**src/rtl/pfb_pkg.sv**
```systemverilog
package pfb_pkg;

    // Life cycle of one buffer entry
    typedef enum logic [1:0] {
        ENT_EMPTY = 2'd0,   // free
        ENT_REQ   = 2'd1,   // claimed, read not yet accepted by memory
        ENT_WAIT  = 2'd2,   // read accepted, data outstanding
        ENT_FULL  = 2'd3    // block held
    } ent_st_e;

    // Which per-entry condition a tag comparator reports
    typedef enum int {
        CMP_FULL = 0,       // tag matches and block is held
        CMP_LIVE = 1,       // tag matches and entry is not free
        CMP_WAIT = 2        // tag matches and data is outstanding
    } cmp_mode_e;

endpackage

```
**src/rtl/pfb_match.sv**
```systemverilog
module pfb_match
    import pfb_pkg::*;
#(
    parameter int        NUM_ENT = 2,
    parameter int        TAG_W   = 27,
    parameter cmp_mode_e MODE    = CMP_FULL
) (
    input  ent_st_e [NUM_ENT-1:0]            st,
    input  logic    [NUM_ENT-1:0][TAG_W-1:0] tags,
    input  logic    [TAG_W-1:0]              key,
    output logic    [NUM_ENT-1:0]            match_vec
);

    for (genvar e = 0; e < NUM_ENT; e++) begin : g_ent
        logic tag_eq;
        assign tag_eq = (tags[e] == key);
        if (MODE == CMP_FULL) begin : g_full
            assign match_vec[e] = tag_eq && (st[e] == ENT_FULL);
        end else if (MODE == CMP_LIVE) begin : g_live
            assign match_vec[e] = tag_eq && (st[e] != ENT_EMPTY);
        end else begin : g_wait
            assign match_vec[e] = tag_eq && (st[e] == ENT_WAIT);
        end
    end

endmodule

```
**src/rtl/pfb_pick.sv**
```systemverilog
module pfb_pick #(
    parameter int NUM_ENT = 2,
    localparam int IDX_W  = (NUM_ENT > 1) ? $clog2(NUM_ENT) : 1
) (
    input  logic [NUM_ENT-1:0] cand,
    output logic               found,
    output logic [IDX_W-1:0]   idx
);

    // Lowest-numbered candidate wins
    always_comb begin
        found = 1'b0;
        idx   = '0;
        for (int i = NUM_ENT - 1; i >= 0; i--) begin
            if (cand[i]) begin
                found = 1'b1;
                idx   = IDX_W'(i);
            end
        end
    end

endmodule

```
**src/rtl/stream_pf_buf.sv**
```systemverilog
module stream_pf_buf
    import pfb_pkg::*;
#(
    parameter int ADDR_W    = 32,
    parameter int WORD_W    = 32,
    parameter int BLK_WORDS = 8,
    parameter int NUM_ENT   = 2,
    localparam int BLK_BYTES = BLK_WORDS * WORD_W / 8,
    localparam int OFS_W     = $clog2(BLK_BYTES),
    localparam int TAG_W     = ADDR_W - OFS_W,
    localparam int LINE_W    = BLK_WORDS * WORD_W,
    localparam int IDX_W     = (NUM_ENT > 1) ? $clog2(NUM_ENT) : 1
) (
    input  logic              clk,
    input  logic              rst_n,
    input  logic              lk_valid,
    input  logic [ADDR_W-1:0] lk_addr,
    input  logic              lk_cache_hit,
    output logic              lk_buf_hit,
    output logic              fill_valid,
    output logic [ADDR_W-1:0] fill_addr,
    output logic [LINE_W-1:0] fill_data,
    output logic              mem_req_valid,
    input  logic              mem_req_ready,
    output logic [ADDR_W-1:0] mem_req_addr,
    input  logic              mem_rsp_valid,
    input  logic [ADDR_W-1:0] mem_rsp_addr,
    input  logic [LINE_W-1:0] mem_rsp_data
);

    typedef struct packed {
        ent_st_e [NUM_ENT-1:0]             st;
        logic    [NUM_ENT-1:0][TAG_W-1:0]  tag;
        logic    [NUM_ENT-1:0][LINE_W-1:0] line;
        logic    [IDX_W-1:0]               rr;
    } state_t;

    state_t s_q, s_d;

    logic [TAG_W-1:0]   lk_tag, tgt_tag, rsp_tag;
    logic [NUM_ENT-1:0] lk_full_vec, lk_hit_vec, tgt_live_vec, rsp_wait_vec;
    logic [NUM_ENT-1:0] req_vec, free_vec;
    logic               req_found, free_found;
    logic [IDX_W-1:0]   req_idx, free_idx;
    logic               buf_hit, yield_port, req_fire;
    logic               unused_ofs;

    assign lk_tag     = lk_addr[ADDR_W-1:OFS_W];
    assign tgt_tag    = lk_tag + 1'b1;
    assign rsp_tag    = mem_rsp_addr[ADDR_W-1:OFS_W];
    assign unused_ofs = ^{lk_addr[OFS_W-1:0], mem_rsp_addr[OFS_W-1:0]};

    // Parallel lookup of the referenced block
    pfb_match #(.NUM_ENT(NUM_ENT), .TAG_W(TAG_W), .MODE(CMP_FULL)) u_lk_match (
        .st        (s_q.st),
        .tags      (s_q.tag),
        .key       (lk_tag),
        .match_vec (lk_full_vec)
    );

    // Is the successor block already held or on its way
    pfb_match #(.NUM_ENT(NUM_ENT), .TAG_W(TAG_W), .MODE(CMP_LIVE)) u_tgt_match (
        .st        (s_q.st),
        .tags      (s_q.tag),
        .key       (tgt_tag),
        .match_vec (tgt_live_vec)
    );

    // Which entry (if any) still expects the returned block
    pfb_match #(.NUM_ENT(NUM_ENT), .TAG_W(TAG_W), .MODE(CMP_WAIT)) u_rsp_match (
        .st        (s_q.st),
        .tags      (s_q.tag),
        .key       (rsp_tag),
        .match_vec (rsp_wait_vec)
    );

    for (genvar e = 0; e < NUM_ENT; e++) begin : g_vec
        assign lk_hit_vec[e] = lk_valid && lk_full_vec[e];
        assign req_vec[e]    = (s_q.st[e] == ENT_REQ);
        assign free_vec[e]   = (s_q.st[e] == ENT_EMPTY) || lk_hit_vec[e];
    end

    pfb_pick #(.NUM_ENT(NUM_ENT)) u_req_pick (
        .cand  (req_vec),
        .found (req_found),
        .idx   (req_idx)
    );

    pfb_pick #(.NUM_ENT(NUM_ENT)) u_free_pick (
        .cand  (free_vec),
        .found (free_found),
        .idx   (free_idx)
    );

    assign buf_hit    = |lk_hit_vec;
    assign yield_port = lk_valid && !lk_cache_hit && !buf_hit;
    assign req_fire   = mem_req_valid && mem_req_ready;

    // Outputs
    assign lk_buf_hit    = buf_hit;
    assign fill_valid    = buf_hit && !lk_cache_hit;
    assign fill_addr     = {lk_tag, {OFS_W{1'b0}}};
    assign mem_req_valid = req_found && !yield_port;
    assign mem_req_addr  = {s_q.tag[req_idx], {OFS_W{1'b0}}};

    always_comb begin
        fill_data = '0;
        for (int e = 0; e < NUM_ENT; e++) begin
            if (lk_hit_vec[e]) begin
                fill_data = fill_data | s_q.line[e];
            end
        end
    end

    // Next-state computation
    always_comb begin
        logic [IDX_W-1:0] victim;
        s_d    = s_q;
        victim = free_idx;

        // returned data lands only where its block is still awaited
        if (mem_rsp_valid) begin
            for (int e = 0; e < NUM_ENT; e++) begin
                if (rsp_wait_vec[e]) begin
                    s_d.st[e]   = ENT_FULL;
                    s_d.line[e] = mem_rsp_data;
                end
            end
        end

        // accepted read now waits for data
        if (req_fire) begin
            s_d.st[req_idx] = ENT_WAIT;
        end

        // a hit moves the block to the cache and frees the entry
        for (int e = 0; e < NUM_ENT; e++) begin
            if (lk_hit_vec[e]) begin
                s_d.st[e] = ENT_EMPTY;
            end
        end

        // retarget prefetching to the successor block
        if (lk_valid && !(|tgt_live_vec)) begin
            if (!free_found) begin
                victim = s_q.rr;
                if (s_q.rr == IDX_W'(NUM_ENT - 1)) begin
                    s_d.rr = '0;
                end else begin
                    s_d.rr = s_q.rr + 1'b1;
                end
            end
            s_d.st[victim]  = ENT_REQ;
            s_d.tag[victim] = tgt_tag;
        end
    end

    always_ff @(posedge clk or negedge rst_n) begin
        if (!rst_n) begin
            s_q <= '0;
        end else begin
            s_q <= s_d;
        end
    end

endmodule

```
**config.mk**
```make
export PLATFORM = sky130hd
export DESIGN_NAME = stream_pf_buf
export DESIGN_NICKNAME = d
export VERILOG_FILES = /design/src/rtl/pfb_pkg.sv /design/src/rtl/pfb_match.sv /design/src/rtl/pfb_pick.sv /design/src/rtl/stream_pf_buf.sv
export SDC_FILE = /design/constraint.sdc
export NUM_CORES = 1
export LEC_CHECK = 0
export BUFFER_PORTS_ARGS = -buffer_cell sky130_fd_sc_hd__clkbuf_2
export CAP_MARGIN = 20
export CELL_PAD_IN_SITES_DETAIL_PLACEMENT = 0
export CELL_PAD_IN_SITES_GLOBAL_PLACEMENT = 2
export CORE_ASPECT_RATIO = 2
export CORE_MARGIN = 8
export CORE_UTILIZATION = 34
export CTS_BUF_LIST = sky130_fd_sc_hd__clkbuf_4
export DETAILED_ROUTE_END_ITERATION = 6
export HOLD_SLACK_MARGIN = 0.03
export PLACE_DENSITY = 0.82
export SETUP_SLACK_MARGIN = 0.1
export SKIP_LAST_GASP = 1
export SYNTH_ARGS = -nofsm -noshare
export SYNTH_HDL_FRONTEND = slang
export SYNTH_SLANG_ARGS = --single-unit
```
**constraint.sdc**
```tcl
create_clock -name clk -period 3 [get_ports clk]
set_clock_uncertainty 0.15 [all_clocks]
set_input_delay 0.45 -clock clk [delete_from_list [all_inputs] [get_ports clk]]
set_output_delay 0.45 -clock clk [all_outputs]
set_load 0.01 [all_outputs]
```
# Word level (Yosys, flattened, before mapping)
# Cells that the tools add are included.
op_classes:
  order_cmp: 4
  bitwise_logic: 8
  muxes: 27
  reduce_logical: 31
  n_addsub: 2
  eq_ne: 12
op_table:
  columns: ["op", "count"]
  rows:
  - ["two-way mux 256 bit", 2]
  - ["OR 256 bit", 1]
  - ["== test 27 bit", 6]
  - ["two-way mux 27 bit", 3]
  - ["two-way mux 58 bit", 1]
  - ["bitwise mux 54 bit", 1]
  - ["adder 27 x 1 -> 27 bit (second input constant)", 1]
  - ["demux 27 bit (select 1 bit)", 1]
  - ["logical AND 1 bit", 16]
  - ["two-way mux 2 bit", 6]
  - ["two-way mux 1 bit", 9]
  - ["== test 2 bit (second input constant)", 4]
  - ["two-way mux 4 bit", 2]
  - ["AND reduction 2 bit", 3]
  - ["AND 2 bit", 2]
  - ["demux 2 bit (select 1 bit)", 2]
  - ["== test 2 x 1 -> 1 bit (second input constant)", 2]
  - ["zero test 1 bit", 4]
  - ["zero test 2 bit", 2]
  - ["less-than comparator 1 x 2 -> 1 bit (second input constant)", 2]
  - ["NOT 2 bit", 2]
  - ["OR 2 bit", 2]
  - ["nonzero test 2 bit", 2]
  - ["OR reduction 2 bit", 2]
  - ["4 further kinds", 6]
word_totals:
  regBits: 571

# Depth between registers and ports, before layout
# Gate-level depths: netlist of run 1.
logic_depth:
  ltp_word: 15
  mapped_depth: 13
  mapped_depth_nobuf: 10

# Cells and area by module
# Synthesis of run 1 repeated with hierarchy kept, for this count alone.
unflattened:
  cells_unflattened: 2015
  hier_area_um2: 26631.8
by_module_without_submodules:
  columns: ["mod", "seq_area_each_um2", "n_inst", "cells_each", "area_each_um2"]
  rows:
  - ["stream_pf_buf", 14288.7, 1, 1789, 24780.0]
  - ["pfb_match (u_lk_match ...)", 0.0, 2, 74, 605.6]
  - ["pfb_match (u_rsp_match)", 0.0, 1, 74, 610.6]
  - ["pfb_pick", 0.0, 2, 2, 15.0]

# Worst setup path after synthesis of run 1
# Ideal clock, no wire load.
synth_timing:
  path_type: "input to register"
  startpoint: "input port lk_addr[13]"
  endpoint: "register with a tool-made name"
  path_buffers: 3
  arrival_ns: 3.098
  path_slack_ns: -0.373
  cell_stages: 12
  cell_sequence: "buf_2 nand3_4 nor4_4 nand2_1 xor2_1 o2111ai_1 or4b_1 o32ai_2 buf_6 nor2_4 buf_6 mux2_4"
synth_rtl:
  columns: ["element", "line_no", "source"]
  rows:
  - ["from (decl)", "stream_pf_buf.sv:17", "input logic [ADDR_W-1:0] lk_addr,"]

# Final worst setup path of run 1
layout_timing:
  startpoint: "input port lk_addr[12]"
  endpoint: "output port fill_data[186]"
layout_between:
  elab_chain_cells: 6
  word_cells_on_any_way: 9
layout_lines:
  columns: ["element", "line_no", "source"]
  rows:
  - ["== test 27 bit", "pfb_match.sv:16", "assign tag_eq = (tags[e] == key);"]
  - ["logical AND 1 bit", "pfb_match.sv:18", "assign match_vec[e] = tag_eq && (st[e] == ENT_FULL);"]
  - ["logical AND 1 bit", "stream_pf_buf.sv:78", "assign lk_hit_vec[e] = lk_valid && lk_full_vec[e];"]
  - ["two-way mux 256 bit", "stream_pf_buf.sv:109", "if (lk_hit_vec[e]) begin"]
  - ["OR 256 bit", "stream_pf_buf.sv:110", "fill_data = fill_data | s_q.line[e];"]
  - ["two-way mux 256 bit (*)", "stream_pf_buf.sv:109", null]
  - ["to (decl)", "stream_pf_buf.sv:22", "output logic [LINE_W-1:0] fill_data,"]
# Mark *: on every way between the ends. The rest lies on a longest branch, timed or not.

==> impl_results.rst, run 1 <==
.. list-table::
   :header-rows: 1

   * - Metric
     - Value
   * - Run status
     - complete, but fails checks
   * - Failing checks
     - negative setup slack
   * - Total core area
     - 79800 µm²
   * - Biggest register
     - s_q
   * - Critical Path RT
     - 2400 ps
   * - Share of post-route cells with drive strength above 1
     - 0.528
   * - Clock tree root buffer cell
     - clkbuf_4
   * - Ordered cell list for the critical path
     - clkbuf_2 > dlygate4sd3_1 > buf_4 > xor2_1 > or4_4 > nor4_4 > buf_4 > buf_12 > buf_12 > buf_12 > a22o_1 > clkbuf_2
   * - Global router's overall resource usage
     - 0.230
   * - Portion of the clock cycle consumed by the worst path in the final layout
     - 1.34
   * - Cell area after placement
     - 33900 µm²
   * - Clock transition at the register clock pins on the worst setup and hold paths after CTS
     - 70 ps
   * - Via count of the first global-routing pass
     - 25600
   * - Maximum number of pins on one net before global-route repair
     - 73
   * - Number of distinct library cells after synthesis
     - 63
   * - Final Critical Period
     - 4030 ps
   * - Worst hold-check slack
     - 168 ps
   * - Vias per Instance
     - 5.14
   * - Type of the worst setup path
     - in -> out
   * - Peak supply drop
     - 0.333 mV
   * - Routed wire length per instance
     - 23.6 µm
   * - Total power divided by cell area
     - 519 nW/µm²
   * - Slowest-stage cell, CP
     - dlygate4sd3_1
   * - Fraction of synthesis flops using an asynchronous set or reset pin
     - 1.00
   * - Leakage power summed over all cells
     - 20.9 nW
   * - Detail Placement HPWL
     - 75.6 mm
   * - Total congestion overflow
     - 0
   * - Maximum count of clock buffers along a single path
     - 3
   * - Ranking of synthesized cells by area
     - dfrtp_1 52%, mux2_2 24%, a22o_1 8.2%
   * - Final #Nets
     - 3755
   * - Worst endpoint data arrival time
     - 3430 ps
   * - Top library cells by usage in the layout, fill and taps aside
     - 571 x mux2_2, 571 x dfrtp_1, 539 x clkbuf_2, 440 x dlygate4sd3_1, 277 x buf_4
   * - Die extent in y
     - 416 µm
   * - EDFF count, synth
     - 0
   * - Minimum setup slack in the final design
     - -1030 ps
   * - Kind of start point of the critical path
     - input port
   * - Area overhead of the layout relative to synthesis
     - 53.5%
   * - Hold Fails Final Rpt
     - 0
   * - Average instance area after synthesis
     - 13.4 µm²
   * - Die extent in x
     - 216 µm
   * - First-pass GRT wire length
     - 160 mm
   * - Count of vias placed by the detailed router
     - 23500
   * - Flip-flop count of the largest register after layout
     - 517
   * - Detailed-route DRC error count
     - 0
   * - Largest registers ranked by flip-flop count
     - s_q (517)
   * - Setup Total Neg Slack
     - -314120 ps
   * - Number of core rows
     - 147
   * - Gate count of the mapped netlist
     - 2032
   * - Initial standard-cell utilization of the core
     - 0.341
   * - Buffers added on ports
     - 628
   * - Summed area of non-filler cells in the final layout
     - 41800 µm²
   * - Register-to-register path setup slack
     - -290 ps
   * - Initial antenna violation count
     - 13
   * - Primary flip-flop cell chosen by synthesis mapping
     - dfrtp_1
   * - Routed Antenna Nets
     - 0
   * - Count of routing violations after the opening detailed-route iteration
     - 1479
   * - Die ar.
     - 89900 µm²
   * - Worst-Skew Late Latency
     - 960 ps
   * - Number of clock sinks
     - 571
   * - Share of the core filled with cells in the final layout
     - 0.523
   * - Most common cell type on the critical path
     - buf_12
   * - Post-synthesis instance area
     - 27200 µm²
   * - Maximum single-stage delay on the critical path
     - 630 ps
   * - First-pass detailed-route iteration total
     - 5
   * - Slew margin rel.
     - 0.592
   * - F_max
     - 248 MHz
   * - Clock tree from TritonCTS
     - done
   * - Total design power
     - 21.7 mW
   * - Synth area leader
     - dfrtp_1
   * - Flip-flop and latch count after synthesis
     - 571
   * - Post-placement worst setup slack
     - -858 ps
   * - Boundary pin count
     - 649
   * - Post-route insts no fill
     - 4578
   * - Placer Congestion
     - 0.946
   * - Proportion of synthesized chip area in sequential cells
     - 0.525
   * - # setup viols final
     - 603
   * - CTS H-Tree Depth
     - 4
   * - Count of placed standard cells including taps
     - 3844
   * - CTS Buf Count
     - 136
   * - Worst setup EP type
     - output pin
   * - RSZ-0062 raised after global routing
     - true
   * - Total wirelength of the detailed-routed design
     - 108 mm
   * - Slew at the pin with the worst max-slew slack
     - 607 ps
   * - Classification of the worst-slack hold path
     - in -> reg
   * - Crit-path max FO
     - 12
   * - Share of Yosys cell area claimed by the top area cell type
     - 0.525
   * - Number of violations of the max-capacitance limit
     - 0
   * - Count of final max-slew check failures
     - 0
   * - Total number of yosys warnings
     - 0
## cell type report
type	instances	area, µm²
tap	1043	1310
timing repair buffer	1445	12100
multi-input combinational	1272	12300
antenna	14	35.0
fill	6728	38100
inverter	2	7.51
clock buffer	192	1440
sequential	571	14300
clock inverter	39	322
## Yosys cell counts, drive strengths merged, types with 2 or more instances
cell    count
mux2      590
dfrtp     571
a22o      256
clkbuf    123
xor2       87
xnor2      77
buf        73
nand2      30
nand4      26
nor2       26
nor4       25
nand3      21
a21oi      18
nor3       17
o21ai      15
nand2b      9
or3         7
and2        4
and3        4
and4        4
mux2i       4
nor3b       4
o22ai       4
o31ai       4
a211oi      3
nor4b       3
inv         2
nand4b      2
nor2b       2
o21a        2
o32ai       2
or4         2
## worst max-delay path: cells and delay by family
kind                   cells  cell delay, ps
AND/OR/NAND/NOR            2             850
AO/OA/AOI/OAI              1             180
XOR/XNOR                   1             150
buffers and inverters      8            1770
## kinds of logic (layout without fill, tap and decap cells)
logic type / after synthesis / in the layout / share of synthesized area
multiplexers: 595 / 595 / 0.249
AND/OR/NAND/NOR: 190 / 190 / 0.0424
adder cells (fa/ha/maj): 1 / 1 / 0.000460
other: 1 / 24 / 0.000138
buffers and inverters: 198 / 1678 / 0.0350
XOR/XNOR: 164 / 164 / 0.0528
AO/OA/AOI/OAI: 312 / 312 / 0.0952
flip-flops: 571 / 571 / 0.525
## worst paths after layout
check / startpoint / cells past startpoint / end
setup / recovery: lk_addr[12] / 12 / fill_data[186]
hold / removal: mem_rsp_data[253] / 3 / s_q[510]
setup reg to reg: register / 10 / s_q[73]
hold reg to reg: s_q[0] / 1 / s_q[0]
max in group asynchronous: rst_n / 5 / asynchronous set/reset pin
min in group asynchronous: rst_n / 4 / asynchronous set/reset pin
## timing repair
| action | 4_1_cts | 5_1_grt |
|---|---|---|
| pin swaps | 12 | 40 |
| hold buffers | 441 | 0 |
| cloned | 12 | 13 |
| gates resized for setup | 47 | 205 |
| hold endpoints to repair | 1123 | 0 |
| endpoints found under the setup margin | 771 | 846 |
| buffers inserted | 16 | 7 |
## report_power, final
| part | total [mW] | switching (mW) | internal, mW |
|---|---|---|---|
| Combinational | 6.45 | 3.25 | 3.20 |
| Sequential | 8.56 | 0.452 | 8.11 |
| Clock | 6.67 | 3.27 | 3.39 |
| Total | 21.7 | 6.98 | 14.7 |
## layer usage
| metal | up-vias | share of wire | wire (µm) | track usage |
|---|---|---|---|---|
| met1 | 11900 | 0.40 | 43600 | 0.286 |
| met5 | - | 0.00012 | 13 | 0 |
| met4 | 2 | 0.034 | 3630 | 0.0918 |
| li1 | 10300 | - | - | - |
| met2 | 1151 | 0.47 | 50800 | 0.365 |
| met3 | 183 | 0.093 | 10100 | 0.0758 |
No activity file was read; power rests on OpenSTA's default activity.
==> run 2: changes to the inputs <==
--- a/config.mk
+++ b/config.mk
@@ -10,7 +10,6 @@
 export CELL_PAD_IN_SITES_DETAIL_PLACEMENT = 0
 export CELL_PAD_IN_SITES_GLOBAL_PLACEMENT = 2
 export CORE_ASPECT_RATIO = 2
-export CORE_MARGIN = 8
 export CORE_UTILIZATION = 34
 export CTS_BUF_LIST = sky130_fd_sc_hd__clkbuf_4
 export DETAILED_ROUTE_END_ITERATION = 6
@@ -18,6 +17,7 @@
 export PLACE_DENSITY = 0.82
 export SETUP_SLACK_MARGIN = 0.1
 export SKIP_LAST_GASP = 1
+export SLEW_MARGIN = 15
 export SYNTH_ARGS = -nofsm -noshare
 export SYNTH_HDL_FRONTEND = slang
 export SYNTH_SLANG_ARGS = --single-unit
==> constraint.sdc (replaced) <==
create_clock -name clk -period 3.4 [get_ports clk]
set_clock_uncertainty 0.15 [all_clocks]
set_input_delay 0.51 -clock clk [delete_from_list [all_inputs] [get_ports clk]]
set_output_delay 0.51 -clock clk [all_outputs]
set_load 0.01 [all_outputs]
==> run 2 against run 1 <==
  * The run still ends with negative setup slack left
  * Critical path type is now reg -> out
  * Flip-flop and latch count is the same
  * Via count down 2.0%
  * Largest power group unchanged
  * Register-to-register slack better by 220 ps
  * Clock power decreased by 10%
==> impl_results.rst, run 2 (synthesized netlist as in run 1, its figures left out) <==
.. list-table::
   :header-rows: 1

   * - Metric
     - Value
   * - Total core area
     - 79300 µm²
   * - Clock tree root buffer cell
     - clkbuf_4
   * - Initial standard-cell utilization of the core
     - 0.343
   * - Critical Path RT
     - 2740 ps
   * - Number of clock sinks
     - 571
   * - Largest delay contributor family on the critical path
     - simple AND/OR/NAND/NOR gates
   * - Slew margin rel.
     - 0.375
   * - First-pass detailed-route iteration total
     - 5
   * - Detailed-route DRC error count
     - 0
   * - Flip-flop count of the largest register after layout
     - 517
   * - Die extent in y
     - 402 µm
   * - Routed Antenna Nets
     - 0
   * - Die extent in x
     - 202 µm
   * - Ordered cell list for the critical path
     - xor2_1 > nor4_2 > nand2_1 > nor4_4 > buf_4 > buf_12 > buf_12 > buf_12 > clkbuf_16 > a22o_4 > buf_8
   * - Minimum setup slack in the final design
     - -908 ps
   * - Clock tree from TritonCTS
     - done
   * - Total wirelength of the detailed-routed design
     - 114 mm
   * - Via count of the first global-routing pass
     - 25900
   * - F_max
     - 232 MHz
   * - Share of post-route cells with drive strength above 1
     - 0.558
   * - Post-placement worst setup slack
     - -650 ps
   * - Total design power
     - 20.5 mW
   * - Type of the worst setup path
     - reg -> out
   * - RSZ-0062 raised after global routing
     - true
   * - Run status
     - complete, but fails checks
   * - Total power divided by cell area
     - 493 nW/µm²
   * - Kind of start point of the critical path
     - register
   * - Leakage power summed over all cells
     - 20.8 nW
   * - Maximum single-stage delay on the critical path
     - 520 ps
   * - Slowest-stage cell, CP
     - nor4_2
   * - Slew at the pin with the worst max-slew slack
     - 934 ps
   * - CTS H-Tree Depth
     - 4
   * - Routed wire length per instance
     - 25.7 µm
   * - First-pass GRT wire length
     - 165 mm
   * - Crit-path max FO
     - 6
   * - Maximum number of pins on one net before global-route repair
     - 77
   * - Worst hold-check slack
     - 177 ps
   * - Die ar.
     - 81300 µm²
   * - Buffers added on ports
     - 628
   * - Post-route insts no fill
     - 4438
   * - Hold Fails Final Rpt
     - 0
   * - Worst setup EP type
     - output pin
   * - CP Buf/Inv Count
     - 6
   * - CTS Buf Count
     - 137
   * - Biggest register
     - s_q
   * - Boundary pin count
     - 649
   * - Final Critical Period
     - 4310 ps
   * - Worst-Skew Late Latency
     - 980 ps
   * - Portion of the clock cycle consumed by the worst path in the final layout
     - 1.27
   * - Area overhead of the layout relative to synthesis
     - 52.5%
   * - Peak supply drop
     - 0.302 mV
   * - Largest registers ranked by flip-flop count
     - s_q (517)
   * - # setup viols final
     - 285
   * - Initial antenna violation count
     - 13
   * - Count of routing violations after the opening detailed-route iteration
     - 968
   * - Most common cell after layout, fill and taps aside
     - dfrtp_1
   * - Most common cell type on the critical path
     - buf_12
   * - Vias per Instance
     - 5.19
   * - Placer Congestion
     - 1.06
   * - Worst endpoint data arrival time
     - 3650 ps
   * - Detail Placement HPWL
     - 78.8 mm
   * - Maximum count of clock buffers along a single path
     - 3
   * - Global router's overall resource usage
     - 0.276
   * - Count of placed standard cells including taps
     - 3784
   * - Share of the core filled with cells in the final layout
     - 0.524
   * - Top library cells by usage in the layout, fill and taps aside
     - 564 x dfrtp_1, 543 x mux2_2, 410 x clkbuf_2, 304 x dlygate4sd3_1, 260 x buf_4
   * - Clock transition at the register clock pins on the worst setup and hold paths after CTS
     - 80 ps
   * - Count of final max-slew check failures
     - 0
   * - Count of vias placed by the detailed router
     - 23100
   * - Number of core rows
     - 146
   * - Classification of the worst-slack hold path
     - in -> reg
   * - Number of violations of the max-capacitance limit
     - 0
   * - Final #Nets
     - 3612
   * - Failing checks
     - negative setup slack
   * - Total congestion overflow
     - 0
-- run 2: changes by cell type in the layout (fill, tap and decap cells not counted), moves of 17 or more --
cell / previous run / this run
buf_6: 57 / 92
clkbuf_8: 2 / 29
dlygate4sd3_1: 440 / 304
clkbuf_2: 539 / 410
buf_4: 277 / 260
mux2_4: 19 / 47
mux2_2: 571 / 543
buf_2: 35 / 88
-- run 2: routing by layer --
metal / vias up / wire, µm / GRT usage
met5: - / 60 / 0
met4: 8 / 9720 / 0.204
met3: 371 / 8200 / 0.0796
met2: 1026 / 58100 / 0.490
met1: 11600 / 38000 / 0.269
li1: 10100 / - / -
-- run 2: area by class of cell --
cell class,instances,area (µm²)
fill,6934,37800
sequential,571,14300
multi-input combinational,1272,12600
timing repair buffer,1301,11400
clock buffer,191,1430
tap,1036,1300
clock inverter,56,380
antenna,9,22.5
inverter,2,7.51
-- run 2: power breakdown --
group	internal, mW	total (mW)	switching [mW]
Combinational	3.36	6.78	3.42
Sequential	7.16	7.71	0.551
Clock	2.96	5.99	3.03
Total	13.5	20.5	7.01
-- run 2: path summary, 6_finish.rpt --
kind,start,end,slack [ps],cells after the start
worst max register to register,register,register,-70,15
max in group asynchronous,rst_n,s_q[402],1860,5
worst max-delay path,register,fill_data[98],-910,11
min in group asynchronous,rst_n,s_q[340],630,4
worst min-delay path,mem_rsp_data[175],s_q[176],180,3
worst min register to register,s_q[19],s_q[19],360,1
-- run 2: timing repair --
item	in CTS	in global routing
hold buffers	305	0
setup buffers	54	15
gates resized for setup	202	345
pin swaps	19	47
endpoints found under the setup margin	340	349
gates cloned	24	9
endpoints found under the hold margin	1024	0
-- run 2: tightest hold or removal path, delay by kind of cell --
kind | cells | cell delay, ps
buffers and inverters | 2 | 630
muxes | 1 | 140
-- run 2: stage by stage --
stage          cell area (µm²)  TNS, ps
2_1_floorplan            27400        0
3_3_place_gp             33400  -181020
3_5_place_dp             33400  -166850
4_1_cts                  40600  -241400
5_1_grt                  41500  -237880
6_report                 41500  -207360
==> run 3: changes to the inputs <==
--- a/config.mk
+++ b/config.mk
@@ -9,7 +9,7 @@
 export CAP_MARGIN = 20
 export CELL_PAD_IN_SITES_DETAIL_PLACEMENT = 0
 export CELL_PAD_IN_SITES_GLOBAL_PLACEMENT = 2
-export CORE_ASPECT_RATIO = 2
+export CORE_ASPECT_RATIO = 0.7
 export CORE_UTILIZATION = 34
 export CTS_BUF_LIST = sky130_fd_sc_hd__clkbuf_4
 export DETAILED_ROUTE_END_ITERATION = 6
==> run 3 against run 2 <==
  * The flow still finishes with violations (negative setup slack)
  * Wire length shrank 16%
  * Clock power grew 5.0%
  * Largest power group unchanged
  * Sequential share of layout area grew 1.6 points
==> impl_results.rst, run 3 (synthesized netlist as in run 1, its figures left out) <==
.. list-table::
   :header-rows: 1

   * - Metric
     - Value
   * - Routed Antenna Nets
     - 0
   * - Worst Hold Launch
     - mem_rsp_data[101]
   * - Initial standard-cell utilization of the core
     - 0.345
   * - Detailed-route DRC error count
     - 0
   * - Leakage power summed over all cells
     - 19.8 nW
   * - Total congestion overflow
     - 0
   * - Total power divided by cell area
     - 485 nW/µm²
   * - Boundary pin count
     - 649
   * - Clock transition at the register clock pins on the worst setup and hold paths after CTS
     - 70 ps
   * - Slew margin rel.
     - 0.486
   * - Register-to-Register Path Depth
     - 12
   * - Die extent in y
     - 239 µm
   * - Run status
     - complete, but fails checks
   * - Portion of the clock cycle consumed by the worst path in the final layout
     - 1.19
   * - Via count of the first global-routing pass
     - 23600
   * - Most common cell after layout, fill and taps aside
     - clkbuf_2
   * - Cell area after placement
     - 33300 µm²
   * - Setup Total Neg Slack
     - -147150 ps
   * - Worst endpoint data arrival time
     - 3380 ps
   * - CP Buf/Inv Count
     - 4
   * - Clock tree root buffer cell
     - clkbuf_4
   * - Biggest register
     - s_q
   * - CTS Buf Count
     - 150
   * - Count of final max-slew check failures
     - 0
   * - Final #Nets
     - 3552
   * - Largest delay contributor family on the critical path
     - simple AND/OR/NAND/NOR gates
   * - Number of core rows
     - 86
   * - Top library cells by usage in the layout, fill and taps aside
     - 583 x clkbuf_2, 571 x mux2_2, 563 x dfrtp_1, 308 x dlygate4sd3_1, 251 x a22o_1
   * - Global router's overall resource usage
     - 0.229
   * - CTS H-Tree Depth
     - 4
   * - Initial antenna violation count
     - 4
   * - RSZ-0062 raised after global routing
     - true
   * - Maximum single-stage delay on the critical path
     - 550 ps
   * - Maximum count of clock buffers along a single path
     - 3
   * - Detail Placement HPWL
     - 66.9 mm
   * - F_max
     - 248 MHz
   * - Failing checks
     - negative setup slack
   * - Kind of start point of the critical path
     - register
   * - Summed area of non-filler cells in the final layout
     - 39600 µm²
   * - Buffers added on ports
     - 628
   * - Worst hold-check slack
     - 166 ps
   * - Post-route insts no fill
     - 4389
   * - Classification of the worst-slack hold path
     - in -> reg
   * - Count of placed standard cells including taps
     - 3776
   * - Vias per Instance
     - 5.04
   * - Slowest-stage cell, CP
     - or4_4
   * - Worst setup EP type
     - output pin
   * - Die ar.
     - 81200 µm²
   * - Placer Congestion
     - 0.954
   * - Die extent in x
     - 340 µm
   * - Total design power
     - 19.2 mW
   * - Number of violations of the max-capacitance limit
     - 0
   * - Number of clock sinks
     - 571
   * - Post-placement worst setup slack
     - -279 ps
   * - Clock tree from TritonCTS
     - done
   * - Destination of the critical timing path
     - fill_data[9]
   * - Routed wire length per instance
     - 21.9 µm
   * - Minimum setup slack in the final design
     - -640 ps
   * - Share of the core filled with cells in the final layout
     - 0.502
   * - Stages on worst setup path
     - 9
   * - Type of the worst setup path
     - reg -> out
   * - Count of vias placed by the detailed router
     - 22100
   * - Final Critical Period
     - 4040 ps
   * - Worst-Skew Late Latency
     - 1000 ps
   * - Critical Path RT
     - 2740 ps
   * - Register-to-register path setup slack
     - 130 ps
   * - Total core area
     - 79000 µm²
   * - Flip-flop count of the largest register after layout
     - 517
   * - Slew at the pin with the worst max-slew slack
     - 764 ps
   * - Crit-path max FO
     - 9
   * - Ordered cell list for the critical path
     - xor2_2 > or4_4 > nor4_4 > and3_4 > buf_12 > buf_12 > buf_16 > a22o_1 > clkbuf_2
   * - Peak supply drop
     - 0.304 mV
   * - Maximum number of pins on one net before global-route repair
     - 79
   * - Area overhead of the layout relative to synthesis
     - 45.7%
   * - # setup viols final
     - 259
   * - Most common cell type on the critical path
     - buf_12
   * - Hold Fails Final Rpt
     - 0
   * - Total wirelength of the detailed-routed design
     - 96.0 mm
   * - Count of routing violations after the opening detailed-route iteration
     - 1171
   * - First-pass GRT wire length
     - 143 mm
   * - Share of post-route cells with drive strength above 1
     - 0.541
   * - First-pass detailed-route iteration total
     - 5
   * - Largest registers ranked by flip-flop count
     - s_q (517)
[run 3: cell count changes in the layout (fill, tap and decap cells not counted), moves of 17 or more]
cell / previous run / this run
clkbuf_8: 29 / 2
a22o_4: 22 / 5
a22o_1: 234 / 251
buf_4: 260 / 209
mux2_2: 543 / 571
clkbuf_2: 410 / 583
buf_2: 88 / 23
buf_6: 92 / 18
mux2_4: 47 / 19
[run 3: power by group]
group	switching, mW	internal (mW)
registers	0.607	7.16
logic	2.62	2.54
clock network	3.05	3.25
total	6.28	12.9
[run 3: final cells by class]
cell class,count,area (µm²)
fillers,6943,39300
multi-input cells,1272,12300
clock inverters,46,370
well taps,1056,1320
repair buffers,1228,9790
inverters,2,7.51
diodes,5,12.5
flip-flops and latches,571,14300
clock buffers,209,1570
[run 3: how the worst min path moves through the flow]
| stage | end | slack, ps | cells past startpoint |
|---|---|---|---|
| 6_report | s_q[358] | 170 | 3 |
| 5_1_grt | s_q[57] | 50 | 3 |
| 4_1_cts | s_q[327] | 30 | 3 |
| 3_5_place_dp | s_q[0] | 310 | 1 |
| 3_3_place_gp | s_q[0] | 310 | 1 |
| 2_1_floorplan | asynchronous set/reset pin | 60 | 0 |
[run 3: worst reg2reg max path, delay by kind of cell (launching register included)]
| kind | cells | cell delay [ps] |
|---|---|---|
| xor+xnor | 1 | 170 |
| simple gates | 4 | 1010 |
| compound gates | 3 | 520 |
| buf+inv | 3 | 520 |
| mux | 1 | 310 |
| flops | 1 | 450 |
[run 3: repair_timing]
item,CTS,global route
resized for setup,51,96
hold buffers,309,2
pin swaps,16,12
setup buffers,10,11
hold endpoints to repair,962,4
setup endpoints to repair,286,334
gates cloned,13,9
[run 3: metal layers]
metal | wire length, µm | GRT usage | share of wire
met1 | 40500 | 0.295 | 0.42
met2 | 45000 | 0.361 | 0.47
met3 | 7350 | 0.0658 | 0.077
met4 | 3150 | 0.0947 | 0.033
met5 | 0 | 0 | 0
